==> src/rtl/spiEnginePkg.sv <==
package spiEnginePkg;
  localparam int WORD_W   = 32;
  localparam int CNT_W    = 6;
  localparam int BUSY_BIT = 31;
  localparam int CS_LSB   = 28;
  localparam int TERM_BIT = 26;
  localparam int PIN_LSB  = 16;

  localparam logic [4:0] ADDR_MODE  = 5'h00;
  localparam logic [4:0] ADDR_DIV   = 5'h04;
  localparam logic [4:0] ADDR_PIN   = 5'h08;
  localparam logic [4:0] ADDR_TX    = 5'h10;
  localparam logic [4:0] ADDR_SHIFT = 5'h14;
  localparam logic [4:0] ADDR_RX    = 5'h18;

  // Strobes from the sequencer to the shift datapath
  typedef struct packed {
    logic load;    // accept a valid command
    logic sample;  // clock rises this edge
    logic shift;   // clock falls this edge
    logic finish;  // last falling edge of the word
  } shiftStrobe_t;
endpackage

==> src/rtl/spiRegs.sv <==
module spiRegs
  import spiEnginePkg::*;
#(
  parameter int NUM_CS = 3,
  parameter int DIV_W  = 6,
  parameter int ADDR_W = 5
) (
  input  logic              clk,
  input  logic              rstN,
  input  logic [ADDR_W-1:0] busAddr,
  input  logic              busWrEn,
  input  logic [WORD_W-1:0] busWrData,
  output logic [WORD_W-1:0] busRdData,
  input  logic              busy,
  input  logic [WORD_W-1:0] rxData,
  output logic              modeEn,
  output logic [DIV_W-1:0]  divVal,
  output logic [WORD_W-1:0] txData,
  output logic [NUM_CS-1:0] pinIdle,
  output logic              cmdWr
);
  logic [4:0] addrLo;
  assign addrLo = 5'(busAddr);

  assign cmdWr = busWrEn && (addrLo == ADDR_SHIFT);

  always_ff @(posedge clk or negedge rstN) begin
    if (!rstN) begin
      modeEn  <= 1'b0;
      divVal  <= '0;
      txData  <= '0;
      pinIdle <= '1;
    end else if (busWrEn) begin
      case (addrLo)
        ADDR_MODE: modeEn  <= busWrData[0];
        ADDR_DIV:  divVal  <= busWrData[DIV_W-1:0];
        ADDR_PIN:  pinIdle <= busWrData[PIN_LSB +: NUM_CS];
        ADDR_TX:   txData  <= busWrData;
        default: ;
      endcase
    end
  end

  always_comb begin
    busRdData = '0;
    case (addrLo)
      ADDR_MODE:  busRdData[0] = modeEn;
      ADDR_DIV:   busRdData[DIV_W-1:0] = divVal;
      ADDR_PIN:   busRdData[PIN_LSB +: NUM_CS] = pinIdle;
      ADDR_TX:    busRdData = txData;
      ADDR_SHIFT: busRdData[BUSY_BIT] = busy;
      ADDR_RX:    busRdData = rxData;
      default: ;
    endcase
  end
endmodule

==> src/rtl/spiCtrl.sv <==
module spiCtrl
  import spiEnginePkg::*;
#(
  parameter int DIV_W = 6
) (
  input  logic             clk,
  input  logic             rstN,
  input  logic             cmdWr,
  input  logic             cmdGo,
  input  logic             modeEn,
  input  logic [CNT_W-1:0] cmdCount,
  input  logic [DIV_W-1:0] divVal,
  output shiftStrobe_t     strb,
  output logic             busy,
  output logic             sclk
);
  typedef enum logic [1:0] {ST_IDLE, ST_LOW, ST_HIGH, ST_NOP} ctrlState_t;

  ctrlState_t       state;
  logic [DIV_W-1:0] halfCnt;
  logic [CNT_W-1:0] bitsLeft;
  logic             sclkQ;
  logic             accept;
  logic             countOk;
  logic             halfDone;

  assign countOk  = (cmdCount != '0) && (cmdCount <= CNT_W'(WORD_W));
  assign accept   = cmdWr && cmdGo && modeEn && (state == ST_IDLE);
  assign halfDone = (halfCnt == '0);

  assign strb.load   = accept && countOk;
  assign strb.sample = (state == ST_LOW) && halfDone;
  assign strb.shift  = (state == ST_HIGH) && halfDone;
  assign strb.finish = strb.shift && (bitsLeft == CNT_W'(1));

  assign busy = (state != ST_IDLE);
  assign sclk = sclkQ;

  always_ff @(posedge clk or negedge rstN) begin
    if (!rstN) begin
      state    <= ST_IDLE;
      halfCnt  <= '0;
      bitsLeft <= '0;
      sclkQ    <= 1'b0;
    end else begin
      case (state)
        ST_IDLE: begin
          if (accept) begin
            if (countOk) begin
              state    <= ST_LOW;
              halfCnt  <= divVal;
              bitsLeft <= cmdCount;
            end else begin
              state <= ST_NOP;
            end
          end
        end
        ST_LOW: begin
          if (halfDone) begin
            sclkQ   <= 1'b1;
            halfCnt <= divVal;
            state   <= ST_HIGH;
          end else begin
            halfCnt <= halfCnt - 1'b1;
          end
        end
        ST_HIGH: begin
          if (halfDone) begin
            sclkQ <= 1'b0;
            if (bitsLeft == CNT_W'(1)) begin
              state <= ST_IDLE;
            end else begin
              bitsLeft <= bitsLeft - 1'b1;
              halfCnt  <= divVal;
              state    <= ST_LOW;
            end
          end else begin
            halfCnt <= halfCnt - 1'b1;
          end
        end
        default: state <= ST_IDLE;
      endcase
    end
  end

  // clock idles low
  p_sclk_idle_low_r3: assert property (@(posedge clk) disable iff (!rstN)
    !busy |-> !sclk);

  // disabled engine never goes busy
  p_disabled_ignore_r9: assert property (@(posedge clk) disable iff (!rstN)
    (cmdWr && !modeEn && !busy) |=> !busy);

  // a command while busy does not end or restart the shift
  p_busy_ignore_r8: assert property (@(posedge clk) disable iff (!rstN)
    (busy && cmdWr && (state != ST_NOP) && !strb.finish) |=> busy);

  // out-of-range count is busy for one cycle, no clock
  p_null_one_cycle_r10: assert property (@(posedge clk) disable iff (!rstN)
    (accept && !countOk) |=> (busy && !sclk));
  p_null_release_r10: assert property (@(posedge clk) disable iff (!rstN)
    (accept && !countOk) |-> ##2 !busy);
endmodule

==> src/rtl/spiDatapath.sv <==
module spiDatapath
  import spiEnginePkg::*;
#(
  parameter int NUM_CS = 3
) (
  input  logic              clk,
  input  logic              rstN,
  input  shiftStrobe_t      strb,
  input  logic [CNT_W-1:0]  cmdCount,
  input  logic [NUM_CS-1:0] cmdCsMask,
  input  logic              cmdTerm,
  input  logic [WORD_W-1:0] txData,
  input  logic              miso,
  output logic              mosiBit,
  output logic [WORD_W-1:0] rxData,
  output logic [NUM_CS-1:0] csHeld
);
  logic [WORD_W-1:0] txShift;
  logic [WORD_W-1:0] rxShift;
  logic              termQ;
  logic [CNT_W-1:0]  alignAmt;

  // Left-align the transmit word so its first bit sits at the top
  assign alignAmt = CNT_W'(WORD_W) - cmdCount;

  always_ff @(posedge clk or negedge rstN) begin
    if (!rstN) begin
      txShift <= '0;
      rxShift <= '0;
      termQ   <= 1'b0;
      csHeld  <= '0;
    end else begin
      if (strb.load) begin
        txShift <= txData << alignAmt;
        rxShift <= '0;
        termQ   <= cmdTerm;
        csHeld  <= cmdCsMask;
      end else begin
        if (strb.sample) rxShift <= {rxShift[WORD_W-2:0], miso};
        if (strb.shift)  txShift <= {txShift[WORD_W-2:0], 1'b0};
        if (strb.finish && termQ) csHeld <= '0;
      end
    end
  end

  assign mosiBit = txShift[WORD_W-1];
  assign rxData  = rxShift;

  // terminating word releases every held select
  p_cs_release_r7: assert property (@(posedge clk) disable iff (!rstN)
    (strb.finish && termQ) |=> (csHeld == '0));

  // a new word starts with an empty receive register
  p_rx_fresh_r6: assert property (@(posedge clk) disable iff (!rstN)
    strb.load |=> (rxData == '0));
endmodule

==> src/rtl/spiShiftEngine.sv <==
module spiShiftEngine
  import spiEnginePkg::*;
#(
  parameter int NUM_CS = 3,
  parameter int DIV_W  = 6,
  parameter int ADDR_W = 5
) (
  input  logic              clk,
  input  logic              rstN,
  input  logic [ADDR_W-1:0] busAddr,
  input  logic              busWrEn,
  input  logic [31:0]       busWrData,
  output logic [31:0]       busRdData,
  output logic              spiSclk,
  output logic              spiMosi,
  input  logic              spiMiso,
  output logic [NUM_CS-1:0] spiCsN
);
  shiftStrobe_t      strb;
  logic              modeEn;
  logic [DIV_W-1:0]  divVal;
  logic [WORD_W-1:0] txData;
  logic [WORD_W-1:0] rxData;
  logic [NUM_CS-1:0] pinIdle;
  logic [NUM_CS-1:0] csHeld;
  logic              cmdWr;
  logic              busy;
  logic              mosiBit;

  spiRegs #(.NUM_CS(NUM_CS), .DIV_W(DIV_W), .ADDR_W(ADDR_W)) u_regs (
    .clk(clk), .rstN(rstN), .busAddr(busAddr), .busWrEn(busWrEn),
    .busWrData(busWrData), .busRdData(busRdData), .busy(busy),
    .rxData(rxData), .modeEn(modeEn), .divVal(divVal), .txData(txData),
    .pinIdle(pinIdle), .cmdWr(cmdWr)
  );

  spiCtrl #(.DIV_W(DIV_W)) u_ctrl (
    .clk(clk), .rstN(rstN), .cmdWr(cmdWr), .cmdGo(busWrData[BUSY_BIT]),
    .modeEn(modeEn), .cmdCount(busWrData[CNT_W-1:0]), .divVal(divVal),
    .strb(strb), .busy(busy), .sclk(spiSclk)
  );

  spiDatapath #(.NUM_CS(NUM_CS)) u_dp (
    .clk(clk), .rstN(rstN), .strb(strb),
    .cmdCount(busWrData[CNT_W-1:0]),
    .cmdCsMask(busWrData[CS_LSB +: NUM_CS]),
    .cmdTerm(busWrData[TERM_BIT]), .txData(txData), .miso(spiMiso),
    .mosiBit(mosiBit), .rxData(rxData), .csHeld(csHeld)
  );

  assign spiMosi = busy ? mosiBit : 1'b0;

  for (genvar n = 0; n < NUM_CS; n++) begin : g_cs
    assign spiCsN[n] = csHeld[n] ? 1'b0 : pinIdle[n];
  end

  // outgoing data is steady while the clock is high
  p_mosi_steady_r5: assert property (@(posedge clk) disable iff (!rstN)
    (busy && spiSclk) |-> $stable(spiMosi));

  // outgoing data is low while idle
  p_mosi_idle_r5: assert property (@(posedge clk) disable iff (!rstN)
    !busy |-> !spiMosi);
endmodule

==> config.mk <==
export PLATFORM = sky130hd
export DESIGN_NAME = spiShiftEngine
export DESIGN_NICKNAME = d
export VERILOG_FILES = /design/src/rtl/spiEnginePkg.sv /design/src/rtl/spiRegs.sv /design/src/rtl/spiCtrl.sv /design/src/rtl/spiDatapath.sv /design/src/rtl/spiShiftEngine.sv
export SDC_FILE = /design/constraint.sdc
export NUM_CORES = 1
export LEC_CHECK = 0
export CAP_MARGIN = 40
export CORE_MARGIN = 3
export CORE_UTILIZATION = 60
export CTS_BUF_LIST = sky130_fd_sc_hd__clkbuf_8
export CTS_CLUSTER_SIZE = 16
export DETAILED_ROUTE_END_ITERATION = 8
export GPL_ROUTABILITY_DRIVEN = 0
export PLACE_DENSITY_LB_ADDON = 0.25
export SETUP_SLACK_MARGIN = 0.5
export SYNTH_ARGS = -nofsm -noshare
export SYNTH_HDL_FRONTEND = slang
export SYNTH_HIERARCHICAL = 1
export SYNTH_SLANG_ARGS = --single-unit
export TNS_END_PERCENT = 30
==> constraint.sdc <==
create_clock -name clk -period 4.9 [get_ports clk]
set_input_delay 0.735 -clock clk [delete_from_list [all_inputs] [get_ports clk]]
set_output_delay 0.735 -clock clk [all_outputs]
set_load 0.01 [all_outputs]
=== After elaboration in Yosys (flattened, before gate mapping) ===
Cells that the tools add are included.

* Bits in registers: 125
* Input bits: 41
* Output and inout bits: 37
* Word-level logic and storage cells: 96

* Add/sub/neg operators: 3
* $lt $le $gt $ge: 1
* Equal/unequal tests: 14
* Shift operators: 1
* Mux-type cells: 36
* Reductions and logical operators: 29

{| class="wikitable"
|+ Operator list
! operator !! count
|-
| 32-bit 2-to-1 mux || 4
|-
| 6-bit 2-to-1 mux || 9
|-
| 32-bit by 6-bit left shift with 32-bit output || 1
|-
| 12-bit one-hot mux with 2 select lines || 1
|-
| 10-bit one-hot mux with 2 select lines || 1
|-
| 6-bit one-hot mux with 3 select lines || 1
|-
| 5-bit equality test (second input constant) || 3
|-
| 5-bit one-hot mux with 3 select lines || 1
|-
| 6-bit one-hot mux with 2 select lines || 1
|-
| 2-bit nonzero test || 6
|-
| 6-bit by 1-bit subtractor with 6-bit output (second input constant) || 2
|-
| 1-bit logical AND || 10
|-
| 3-bit one-hot mux with 3 select lines || 1
|-
| 2-bit 2-to-1 mux || 4
|-
| 2-bit by 1-bit inequality test with 1-bit output (second input constant) || 4
|-
| 2-bit AND reduction || 4
|-
| 1-bit 2-to-1 mux || 7
|-
| 6-bit by 1-bit equality test with 1-bit output (second input constant) || 1
|-
| 6-bit <= comparator (second input constant) || 1
|-
| 6-bit logical NOT || 1
|-
| 3-bit 2-to-1 mux || 2
|-
| 2-bit one-hot mux with 3 select lines || 1
|-
| 3-bit AND reduction || 2
|-
| 6-bit nonzero test || 1
|-
| other kinds (15) || 15
|}

=== Logic depth before layout (Yosys ltp) ===
Gate-level depths: netlist of the first run.

* Word-level depth: 7
* Gate-level depth with buffers: 13
* Mapped depth without buffers: 10

=== Cells and area by module ===
The synthesis of the first run kept the hierarchy.

{| class="wikitable"
|+ By module, submodules not included
! module !! instances !! cells each !! area each (sq um) !! seq. area each (sq um)
|-
| spiDatapath || 1 || 512 || 4907.2 || 1701.6
|-
| spiRegs || 1 || 155 || 2242.2 || 1054.8
|-
| spiCtrl || 1 || 138 || 1181.1 || 375.4
|-
| spiShiftEngine || 1 || 4 || 47.5 || 0.0
|}

=== Worst setup path before layout of the first run ===
No wires, ideal clock.

* Kind: input to register
* Start: input busWrData[0]
* End: register u_dp.txShift[25]
* Library setup time: 0.136 ns
* Data arrival time: 3.224 ns
* Data required time: 4.764 ns
* Path slack: 1.540 ns
* Stages: 12
* Buffers on the path: 5
* Path through: buf_6 > buf_6 > buf_4 > clkinv_1 > ha_1 > buf_2 > clkbuf_1 > mux4_2 > o21ai_0 > a21oi_1 > o31ai_1 > o211ai_1

* Word-level cells in the longest chain between the ends: 4

{| class="wikitable"
|+ RTL lines
! element !! line !! RTL
|-
| from (decl) || spiShiftEngine.sv:12 || <nowiki>input logic [31:0] busWrData,</nowiki>
|-
| parallel branches: the longest is 4 deep, another holds 6-bit subtractor || n/a ||
|-
| to (signal assigned) || spiDatapath.sv:34 || <nowiki>txShift <= txData << alignAmt;</nowiki>
|-
| to (signal assigned) || spiDatapath.sv:40 || <nowiki>if (strb.shift) txShift <= {txShift[WORD_W-2:0], 1'b0};</nowiki>
|-
| to (decl) || spiDatapath.sv:18 || <nowiki>logic [WORD_W-1:0] txShift;</nowiki>
|}

Several ways; the timed one is not identified.
A chain may end at the register's enable or synchronous reset.

=== Final worst setup path of the first run ===
* Start: input busAddr[3]
* End: output busRdData[6]

* Word-level cells in the longest chain between the ends: 2

{| class="wikitable"
|+ RTL lines
! element !! line !! RTL
|-
| from (decl) || spiShiftEngine.sv:10 || <nowiki>input logic [ADDR_W-1:0] busAddr,</nowiki>
|-
| 5-bit equality test || spiRegs.sv:46 || <nowiki>case (addrLo)</nowiki>
|-
| 10-bit one-hot mux with 2 select lines (*) || spiRegs.sv:46 ||
|-
| to (decl) || spiShiftEngine.sv:13 || <nowiki>output logic [31:0] busRdData,</nowiki>
|}

Every way passes the cells marked *; elsewhere a longest branch is shown, timed or not.

==> results_dict.tcl, run 1 <==
set metrics [dict create \
    status "finished clean" \
    die-area_um2 15400 \
    grt_pass1_vias 6759 \
    synth_xor_area_share_pct 0.597 \
    reg2regPathDepth 8 \
    cpLargestDelayFamily "buffers and inverters" \
    crit_cells 7 \
    top_usage_layer "met2" \
    worst_setup_path_start_kind "input pin" \
    fmax_mhz 259 \
    slew_headroom_pct 41.3 \
    worst-path-buf-inv 4 \
    routed_wl_um 22200 \
    hold_buffers 0 \
    hp-class "input pin to async pin" \
    io_pins 78 \
    core_um2 13500 \
    clk_latency_ns 0.46 \
    ir_drop_mv 0.234 \
    rsz0062_at_grt "false" \
    synthesis.nets 859 \
    num-nets-final 918 \
    fin_setup_tns_ns 0 \
    fin_crit_ns 3.86 \
    start_util_pct 62.3 \
    synth-compound-area-share_pct 18.1 \
    finalCritPeriodShare_pct 78.7 \
    syn_to_final_growth_pct 15.9 \
    postRouteAntennaNets 0 \
    syn_area_um2 8380 \
    critPathMaxStageDelay_ns 0.56 \
    cp-end-kind "output pin" \
    synth_cells 809 \
    r2r_setup_slack_ns 2.17 \
    final_cell_mix "122 x dfrtp_1, 75 x clkdlybuf4s50_1, 65 x nor2_1" \
    fin_skew_ns 0.0117 \
    worstPathRequired_ns 4.16 \
    synth_warnings 6 \
    grt.total_usage_pct 30.1 \
    dieWidth_um 124 \
    num_vias 7042 \
    yosys_register_bits 125 \
    die_y_um 124 \
    cts_resized 0 \
    muxShareOfSynthArea_pct 22.1 \
    final_common_cell "dfrtp_1" \
    timing.final.hold_violations 0 \
    crit_arrival_ns 3.12 \
    antennaDiodeCount 0 \
    synth_top_family_by_area "multiplexers" \
    grt_first_pass_wirelength_um 35700 \
    grt_max_degree 64 \
    tightest_slew_ns 0.870 \
    drtIter0Drc 885 \
    p_leak_uw 0.00401 \
    r2r_start "u_ctrl/state[0]" \
    cts.sinks 125 \
    routed_via_density 6.67 \
    synthAdderAreaFrac_pct 1.34 \
    drt-pass1-iter-count 6 \
    synthSimpleGateAreaFrac_pct 14.2 \
    globalRouteMet3Util_pct 5.90 \
    portBuffers 77 \
    drv_slew 0 \
    worstSetupPathType "input pin to output pin" \
    ys.flop_type "dfrtp_1" \
    cts.path.max_buffers 2 \
    antenna_found_initial 0 \
    met1_usage_pct 41.3 \
    avgSynthCellArea_um2 10.4 \
    cts_made_buffers 17 \
    root_buffer "clkbuf_8" \
    clk_pin_slew_ns 0.07 \
    drc 0 \
    p_per_area_nw_per_um2 417 \
    grt_overflow_total 0 \
    yosysSeqAreaShare_pct 37.4 \
    synth_edf_count 0 \
    final_util_pct 72.2 \
    gr-usage-met2_pct 48.1 \
    synth_cell_type_count 88 \
    tritoncts "done" \
    cts_setup_buffers 0 \
    drive_gt1_share_pct 18.3 \
    synthArstFlopShare_pct 100 \
    cp_cell_sequence "clkdlybuf4s50_1, buf_4, or3_4, nor2_2, buf_4, a22o_1, clkdlybuf4s50_1" \
    htree_levels 4 \
    rows 42 \
    cp_slowest_cell "clkdlybuf4s50_1" \
    critPathMaxFanout 22 \
    setup_violations 0 \
    hpwlAfterDp_um 15900 \
    wl_per_cell_um 21.0 \
    drv_cap 0 \
    reg2reg_to "u_ctrl/bitsLeft[4]" \
]
==> worst max path at each step <==
stage                  from          endpoint  slack (ns)
2_1_floorplan  busWrData[0]  u_dp/txShift[25]        1.54
6_report         busAddr[3]      busRdData[6]        1.04
5_1_grt          busAddr[3]      busRdData[6]        0.94
3_5_place_dp   busWrData[1]   u_dp/txShift[4]        0.88
4_1_cts          busAddr[3]      busRdData[6]        1.05
3_3_place_gp   busWrData[1]  u_dp/txShift[19]        0.70
==> power breakdown <==
part | internal [µW] | total, µW | switching, µW
clock | 662 | 1080 | 418
combinational | 651 | 1390 | 735
sequential | 1320 | 1580 | 258
==> layout make-up <==
class / instances / area [µm²]
clock buffers: 18 / 248
clock inverters: 13 / 221
fillers: 958 / 3740
inverters: 46 / 173
multi-input cells: 580 / 4740
flip-flops and latches: 125 / 3130
well taps: 176 / 220
repair buffers: 98 / 977
==> cell usage after synthesis, drive strengths merged, types with 11 or more instances <==
| cell type | number | area share, % |
|---|---|---|
| nor2b | 11 | 1.1 |
| nand2 | 42 | 1.9 |
| nor2 | 70 | 3.3 |
| buf | 40 | 3.3 |
| o31ai | 16 | 1.4 |
| a31oi | 13 | 1.3 |
| mux2i | 56 | 6.7 |
| a22o | 22 | 2.3 |
| mux4 | 23 | 6.5 |
| a21oi | 48 | 2.9 |
| dfrtp | 122 | 36 |
| o21ai | 31 | 1.9 |
| clkbuf | 18 | 0.81 |
| nand3 | 23 | 1.4 |
| nor3 | 15 | 1.0 |
| inv | 45 | 2.0 |
| mux2 | 56 | 8.9 |
| o211ai | 11 | 0.99 |
==> metal layers <==
layer | vias to the layer above | part of all wire (%)
met5 | - | 0
met4 | 0 | 2.4
met3 | 62 | 8.2
met2 | 396 | 48
met1 | 3451 | 42
li1 | 3133 | -
==> registers in the layout, indices dropped and copies added (netlist names) <==
| signal | count |
|---|---|
| u_regs/pinIdle | 3 |
| u_dp/termQ | 1 |
| u_dp/rxData | 32 |
| u_regs/txData | 32 |
| u_dp/csHeld | 3 |
| u_ctrl/state | 2 |
| u_regs/divVal | 6 |
| u_regs/modeEn | 1 |
| u_ctrl/bitsLeft | 6 |
| u_ctrl/halfCnt | 6 |
| u_ctrl/sclk | 1 |
| u_dp/txShift | 32 |
==> logic make-up (layout without fill, tap and decap cells) <==
group / count (synthesis) / after routing
mux: 135 / 135
xor+xnor: 4 / 4
flops: 125 / 125
buf+inv: 104 / 175
fa+ha+maj: 9 / 9
simple gates: 222 / 222
compound gates: 210 / 210
==> through the flow <==
step / cell area [µm²] / setup WS [ns] / hold WS, ns / cells / total power, µW
after floorplan: 8380 / 1.54 / 0.439 / 809 / 2540
after global placement: 9150 / 0.704 / 0.466 / 1020 / 2840
after detailed placement: 9240 / 0.880 / 0.486 / 1025 / 2940
after CTS: 9710 / 1.05 / 0.380 / 1056 / 4030
after global routing: 9710 / 0.940 / 0.419 / 1056 / 4260
final: 9710 / 1.04 / 0.364 / 1056 / 4040
Power figures use the tool's default switching activity.
==> run 2: changes to the inputs <==
--- a/config.mk
+++ b/config.mk
@@ -7,7 +7,7 @@
 export LEC_CHECK = 0
 export CAP_MARGIN = 40
 export CORE_MARGIN = 3
-export CORE_UTILIZATION = 60
+export CORE_UTILIZATION = 54
 export CTS_BUF_LIST = sky130_fd_sc_hd__clkbuf_8
 export CTS_CLUSTER_SIZE = 16
 export DETAILED_ROUTE_END_ITERATION = 8
==> constraint.sdc (replaced) <==
create_clock -name clk -period 3.5 [get_ports clk]
set_input_delay 0.525 -clock clk [delete_from_list [all_inputs] [get_ports clk]]
set_output_delay 0.525 -clock clk [all_outputs]
set_load 0.01 [all_outputs]
==> run 2 against run 1 <==
  * Sequential power is 39% higher
  * Highest routed layer unchanged
  * Sequential share of layout area is 0.12 points lower
  * Combinational power is 40% higher
  * Die area is 11% higher
  * Worst setup slack worse by 0.58 ns
  * Clock skew is 0.0021 ns higher
  * Largest cell class unchanged
==> results_dict.tcl, run 2 (same netlist as run 1, synthesis figures left out) <==
set metrics [dict create \
    cts.sinks 125 \
    die-area_um2 17000 \
    p_leak_uw 0.00411 \
    hp-class "input pin to async pin" \
    critPathMaxStageDelay_ns 0.54 \
    wl_per_cell_um 20.8 \
    worstSetupPathType "input pin to output pin" \
    p_per_area_nw_per_um2 549 \
    postRouteAntennaNets 0 \
    power_uw 5350 \
    finalCritPeriodShare_pct 86.6 \
    slew_headroom_pct 47.5 \
    routed_wl_um 22300 \
    crit_arrival_ns 2.51 \
    fillers 1164 \
    place_ws_ns 0.170 \
    dieWidth_um 131 \
    root_buffer "clkbuf_8" \
    drv_slew 0 \
    ir_drop_mv 0.471 \
    crit_path_frequent_cell "clkdlybuf4s50_1" \
    cts.path.max_buffers 2 \
    reg2reg_to "u_dp/rxData[24]" \
    die_y_um 131 \
    worst-path-buf-inv 4 \
    clk_pin_slew_ns 0.09 \
    tightest_slew_ns 0.782 \
    drive_gt1_share_pct 19.5 \
    fin_setup_tns_ns 0 \
    r2r_start "u_ctrl/halfCnt[0]" \
    critPathLaunch "busAddr[2]" \
    cts_made_buffers 17 \
    rows 44 \
    gr-usage-met2_pct 41.2 \
    critPathMaxFanout 11 \
    cp_slowest_cell "clkdlybuf4s50_1" \
    cp-end-kind "output pin" \
    final_util_pct 65.6 \
    r2r_setup_slack_ns 0.74 \
    drtIter0Drc 793 \
    worstPathRequired_ns 2.97 \
    worst_setup_path_start_kind "input pin" \
    setup_ws_ns 0.468 \
    final_common_cell "dfrtp_1" \
    drv_cap 0 \
    routed_via_density 6.48 \
    grt_first_pass_wirelength_um 36400 \
    start_util_pct 56.4 \
    grt.total_usage_pct 27.2 \
    globalRouteMet3Util_pct 6.59 \
    fin_crit_ns 3.03 \
    num-nets-final 929 \
    syn_to_final_growth_pct 16.3 \
    tritoncts "done" \
    antennaDiodeCount 0 \
    fmax_mhz 330 \
    top_usage_layer "met2" \
    grt_max_degree 81 \
    fin_skew_ns 0.0138 \
    status "finished clean" \
    clk_latency_ns 0.46 \
    htree_levels 4 \
    portBuffers 77 \
    grt_overflow_total 0 \
    io_pins 78 \
    grt_pass1_vias 6766 \
    core_um2 14900 \
    cp_cell_sequence "clkdlybuf4s50_1, buf_4, nand2b_1, nor2_4, bufbuf_16, a22o_1, clkdlybuf4s50_1" \
    drc 0 \
    hpwlAfterDp_um 15800 \
    final_cell_mix "122 x dfrtp_1, 68 x clkdlybuf4s50_1, 65 x nor2_1" \
    rsz0062_at_grt "true" \
    met1_usage_pct 38.6 \
    antenna_found_initial 0 \
    drt-pass1-iter-count 5 \
    setup_violations 0 \
    reg2regPathDepth 8 \
    timing.final.hold_violations 0 \
    num_vias 6969 \
    cpLargestDelayFamily "buffers and inverters" \
]
-- run 2: changes by cell type in the layout (fill, tap and decap cells not counted), sizes merged --
cell / delta
buf: +10
clkdlybuf4s50: -7
bufinv: -5
inv: +5
dlymetal6s2s: +4
dlygate4sd2: +3
bufbuf: +1
clkbuf: -1
clkinv: +1
clkinvlp: +1
-- run 2: area by class of cell --
type,instances,area [µm²],area share (%)
timing repair buffer,109,1090,11.2
clock inverter,15,141,1.45
tap,184,230,2.36
multi-input combinational,580,4740,48.7
clock buffer,17,234,2.40
inverter,46,174,1.78
sequential,125,3130,32.1
-- run 2: worst max-delay path by stage --
| stage | end | depth (start not counted) | slack (ns) |
|---|---|---|---|
| 6_report | busRdData[11] | 7 | 0.47 |
| 5_1_grt | busRdData[11] | 7 | 0.39 |
| 4_1_cts | busRdData[11] | 7 | 0.47 |
| 3_5_place_dp | u_dp/txShift[17] | 10 | 0.17 |
| 3_3_place_gp | u_dp/txShift[17] | 10 | 0.22 |
| 2_1_floorplan | u_dp/txShift[16] | 11 | 0.51 |
-- run 2: what timing repair did --
action                                  in CTS  in global routing
pin swaps                                    1                  0
gates cloned                                 1                  0
resized for setup                            6                  4
hold buffers                                 0                  0
buffers inserted                             0                  0
endpoints found under the setup margin      31                 17
-- run 2: layer usage --
metal  up-vias  wire length, µm
met2       350            10300
met1      3408             9700
met5         -                0
met3        42             1880
li1       3169                -
met4         0              465
-- run 2: report_power, final --
group	internal (µW)	switching, µW
clock network	571	645
registers	1850	348
logic	920	1020
-- run 2: through the flow --
| stage | hold WS, ns | area [µm²] | instances |
|---|---|---|---|
| after floorplan | 0.229 | 8380 | 809 |
| after global placement | 0.466 | 9320 | 1043 |
| after detailed placement | 0.476 | 9320 | 1043 |
| after CTS | 0.0686 | 9740 | 1076 |
| after global routing | 0.0768 | 9750 | 1076 |
| final | 0.0670 | 9750 | 1076 |
==> run 3: changes to the inputs <==
--- a/config.mk
+++ b/config.mk
@@ -14,6 +14,7 @@
 export GPL_ROUTABILITY_DRIVEN = 0
 export PLACE_DENSITY_LB_ADDON = 0.25
 export SETUP_SLACK_MARGIN = 0.5
+export SKIP_CTS_REPAIR_TIMING = 1
 export SYNTH_ARGS = -nofsm -noshare
 export SYNTH_HDL_FRONTEND = slang
 export SYNTH_HIERARCHICAL = 1
==> constraint.sdc (replaced) <==
create_clock -name clk -period 2.6 [get_ports clk]
set_input_delay 0.39 -clock clk [delete_from_list [all_inputs] [get_ports clk]]
set_output_delay 0.39 -clock clk [all_outputs]
set_load 0.01 [all_outputs]
==> run 3 against run 2 <==
  * Hold slack better by 0.22 ns
  * Global-route usage is 0.99 points higher
  * Clock power is 41% higher
  * Sequential share of layout area is 3.5 points lower
  * Sequential cell count stayed put
  * Cell area is 12% higher
  * Sequential power is 36% higher
  * Clock skew is 0.00095 ns higher
  * Critical path depth is 4 higher
  * Wire length is 16% higher
  * Total power is 46% higher
  * Register-to-register slack worse by 0.42 ns
==> results_dict.tcl, run 3 (same netlist as run 1, synthesis figures left out) <==
set metrics [dict create \
    cp-end-kind "flop" \
    antenna_found_initial 0 \
    layoutNonFillerInstCount 1174 \
    rsz0062_at_grt "true" \
    syn_to_final_growth_pct 30.5 \
    num_vias 7608 \
    portBuffers 77 \
    whs_ns 0.282 \
    io_pins 78 \
    drv_slew 0 \
    grt_pass1_vias 7096 \
    crit_arrival_ns 2.69 \
    worstPathRequired_ns 2.98 \
    critPathMaxFanout 4 \
    final_common_cell "dfrtp_1" \
    final_cell_mix "121 x dfrtp_1, 93 x buf_4, 62 x nor2_1" \
    p_leak_uw 0.00488 \
    cts.sinks 125 \
    drc 0 \
    clk_latency_ns 0.47 \
    final_area_um2 10900 \
    fin_crit_ns 2.31 \
    routed_wl_um 25800 \
    drtIter0Drc 746 \
    dieWidth_um 131 \
    postRouteAntennaNets 0 \
    tritoncts "done" \
    worstSetupPathType "input pin to flop" \
    finalCritPeriodShare_pct 88.9 \
    drt-pass1-iter-count 7 \
    dp.cells 1113 \
    ir_drop_mv 0.395 \
    num-nets-final 1027 \
    p_per_area_nw_per_um2 716 \
    core_um2 14900 \
    grt_first_pass_wirelength_um 37700 \
    status "finished clean" \
    die-area_um2 17000 \
    htree_levels 4 \
    root_buffer "clkbuf_8" \
    die_y_um 131 \
    grt.total_usage_pct 28.2 \
    clk_pin_slew_ns 0.09 \
    reg2regPathDepth 10 \
    fin_setup_tns_ns 0 \
    antennaDiodeCount 0 \
    slew_headroom_pct 58.9 \
    worst_setup_path_start_kind "input pin" \
    postPlaceCellArea_um2 10000 \
    hp-class "input pin to async pin" \
    drv_cap 0 \
    tightest_slew_ns 0.609 \
    fin_skew_ns 0.0148 \
    cts_made_buffers 17 \
    drive_gt1_share_pct 34.2 \
    fillers 963 \
    grt_max_degree 79 \
    start_util_pct 56.4 \
    timing.final.hold_violations 0 \
    routed_via_density 6.48 \
    setup_violations 0 \
    grt_overflow_total 0 \
    hpwlAfterDp_um 17200 \
    wl_per_cell_um 22.0 \
    rows 44 \
    cts.path.max_buffers 2 \
    fmax_mhz 432 \
]
## run 3: cell types whose count changed in the layout (fill, tap and decap cells not counted), sizes merged, moves of 3 or more
cell           change
buf              +115
clkbuf            +14
clkdlybuf4s50     -35
dlygate4sd2        -3
dlymetal6s2s       +8
## run 3: path summary, 6_finish.rpt
path	startpoint	endpoint	slack, ns
max	busWrData[2]	u_dp/txShift[20]	0.29
min reg2reg	u_dp/txShift[3]	u_dp/txShift[3]	0.49
max reg2reg	u_ctrl/state[1]	u_dp/txShift[20]	0.32
min	rstN	u_ctrl/state[1]	0.28
max in group asynchronous	rstN	u_regs/txData[26]	1.58
min in group clk	busWrData[0]	u_regs/txData[0]	0.41
## run 3: power by group
part / switching (µW) / total (µW) / internal, µW
registers: 502 / 2990 / 2490
clock network: 893 / 1720 / 825
logic: 1560 / 3130 / 1570
total: 2960 / 7830 / 4880
## run 3: per-stage QoR
step           utilization (%)  setup WS, ns  total power, µW
5_1_grt                   73.6         0.204             8240
4_1_cts                   70.1        -0.319             7550
6_report                  73.6         0.288             7830
3_3_place_gp              67.4        -0.349             5660
3_5_place_dp              67.4        -0.454             5840
2_1_floorplan                -        0.0823             4820
## run 3: area by class of cell
class | instances | area (µm²) | share of cell area [%]
inverter | 46 | 190 | 1.74
sequential | 125 | 3130 | 28.6
timing repair buffer | 206 | 1970 | 18.0
clock inverter | 13 | 131 | 1.20
multi-input combinational | 581 | 5020 | 45.9
clock buffer | 19 | 262 | 2.39
tap | 184 | 230 | 2.11
## run 3: worst max-delay path, cell delays in order
cell and delay (ns):
buf_6 0.09, or4_4 0.57, o21ai_4 0.20, nand2_4 0.08, nor2_4 0.18, nand3b_1 0.18, nor2_4 0.22, a31oi_4 0.07
buf_6 0.15, or3_4 0.39, a22oi_2 0.16
## run 3: layer usage
layer / vias to the layer above / wire (µm) / GRT usage [%] / share of wire [%]
met4: 0 / 817 / 8.35 / 3.2
met5: - / 0 / 0 / 0
met1: 3750 / 10600 / 39.4 / 41
li1: 3351 / - / - / -
met2: 439 / 12400 / 44.3 / 48
met3: 68 / 2030 / 6.54 / 7.9
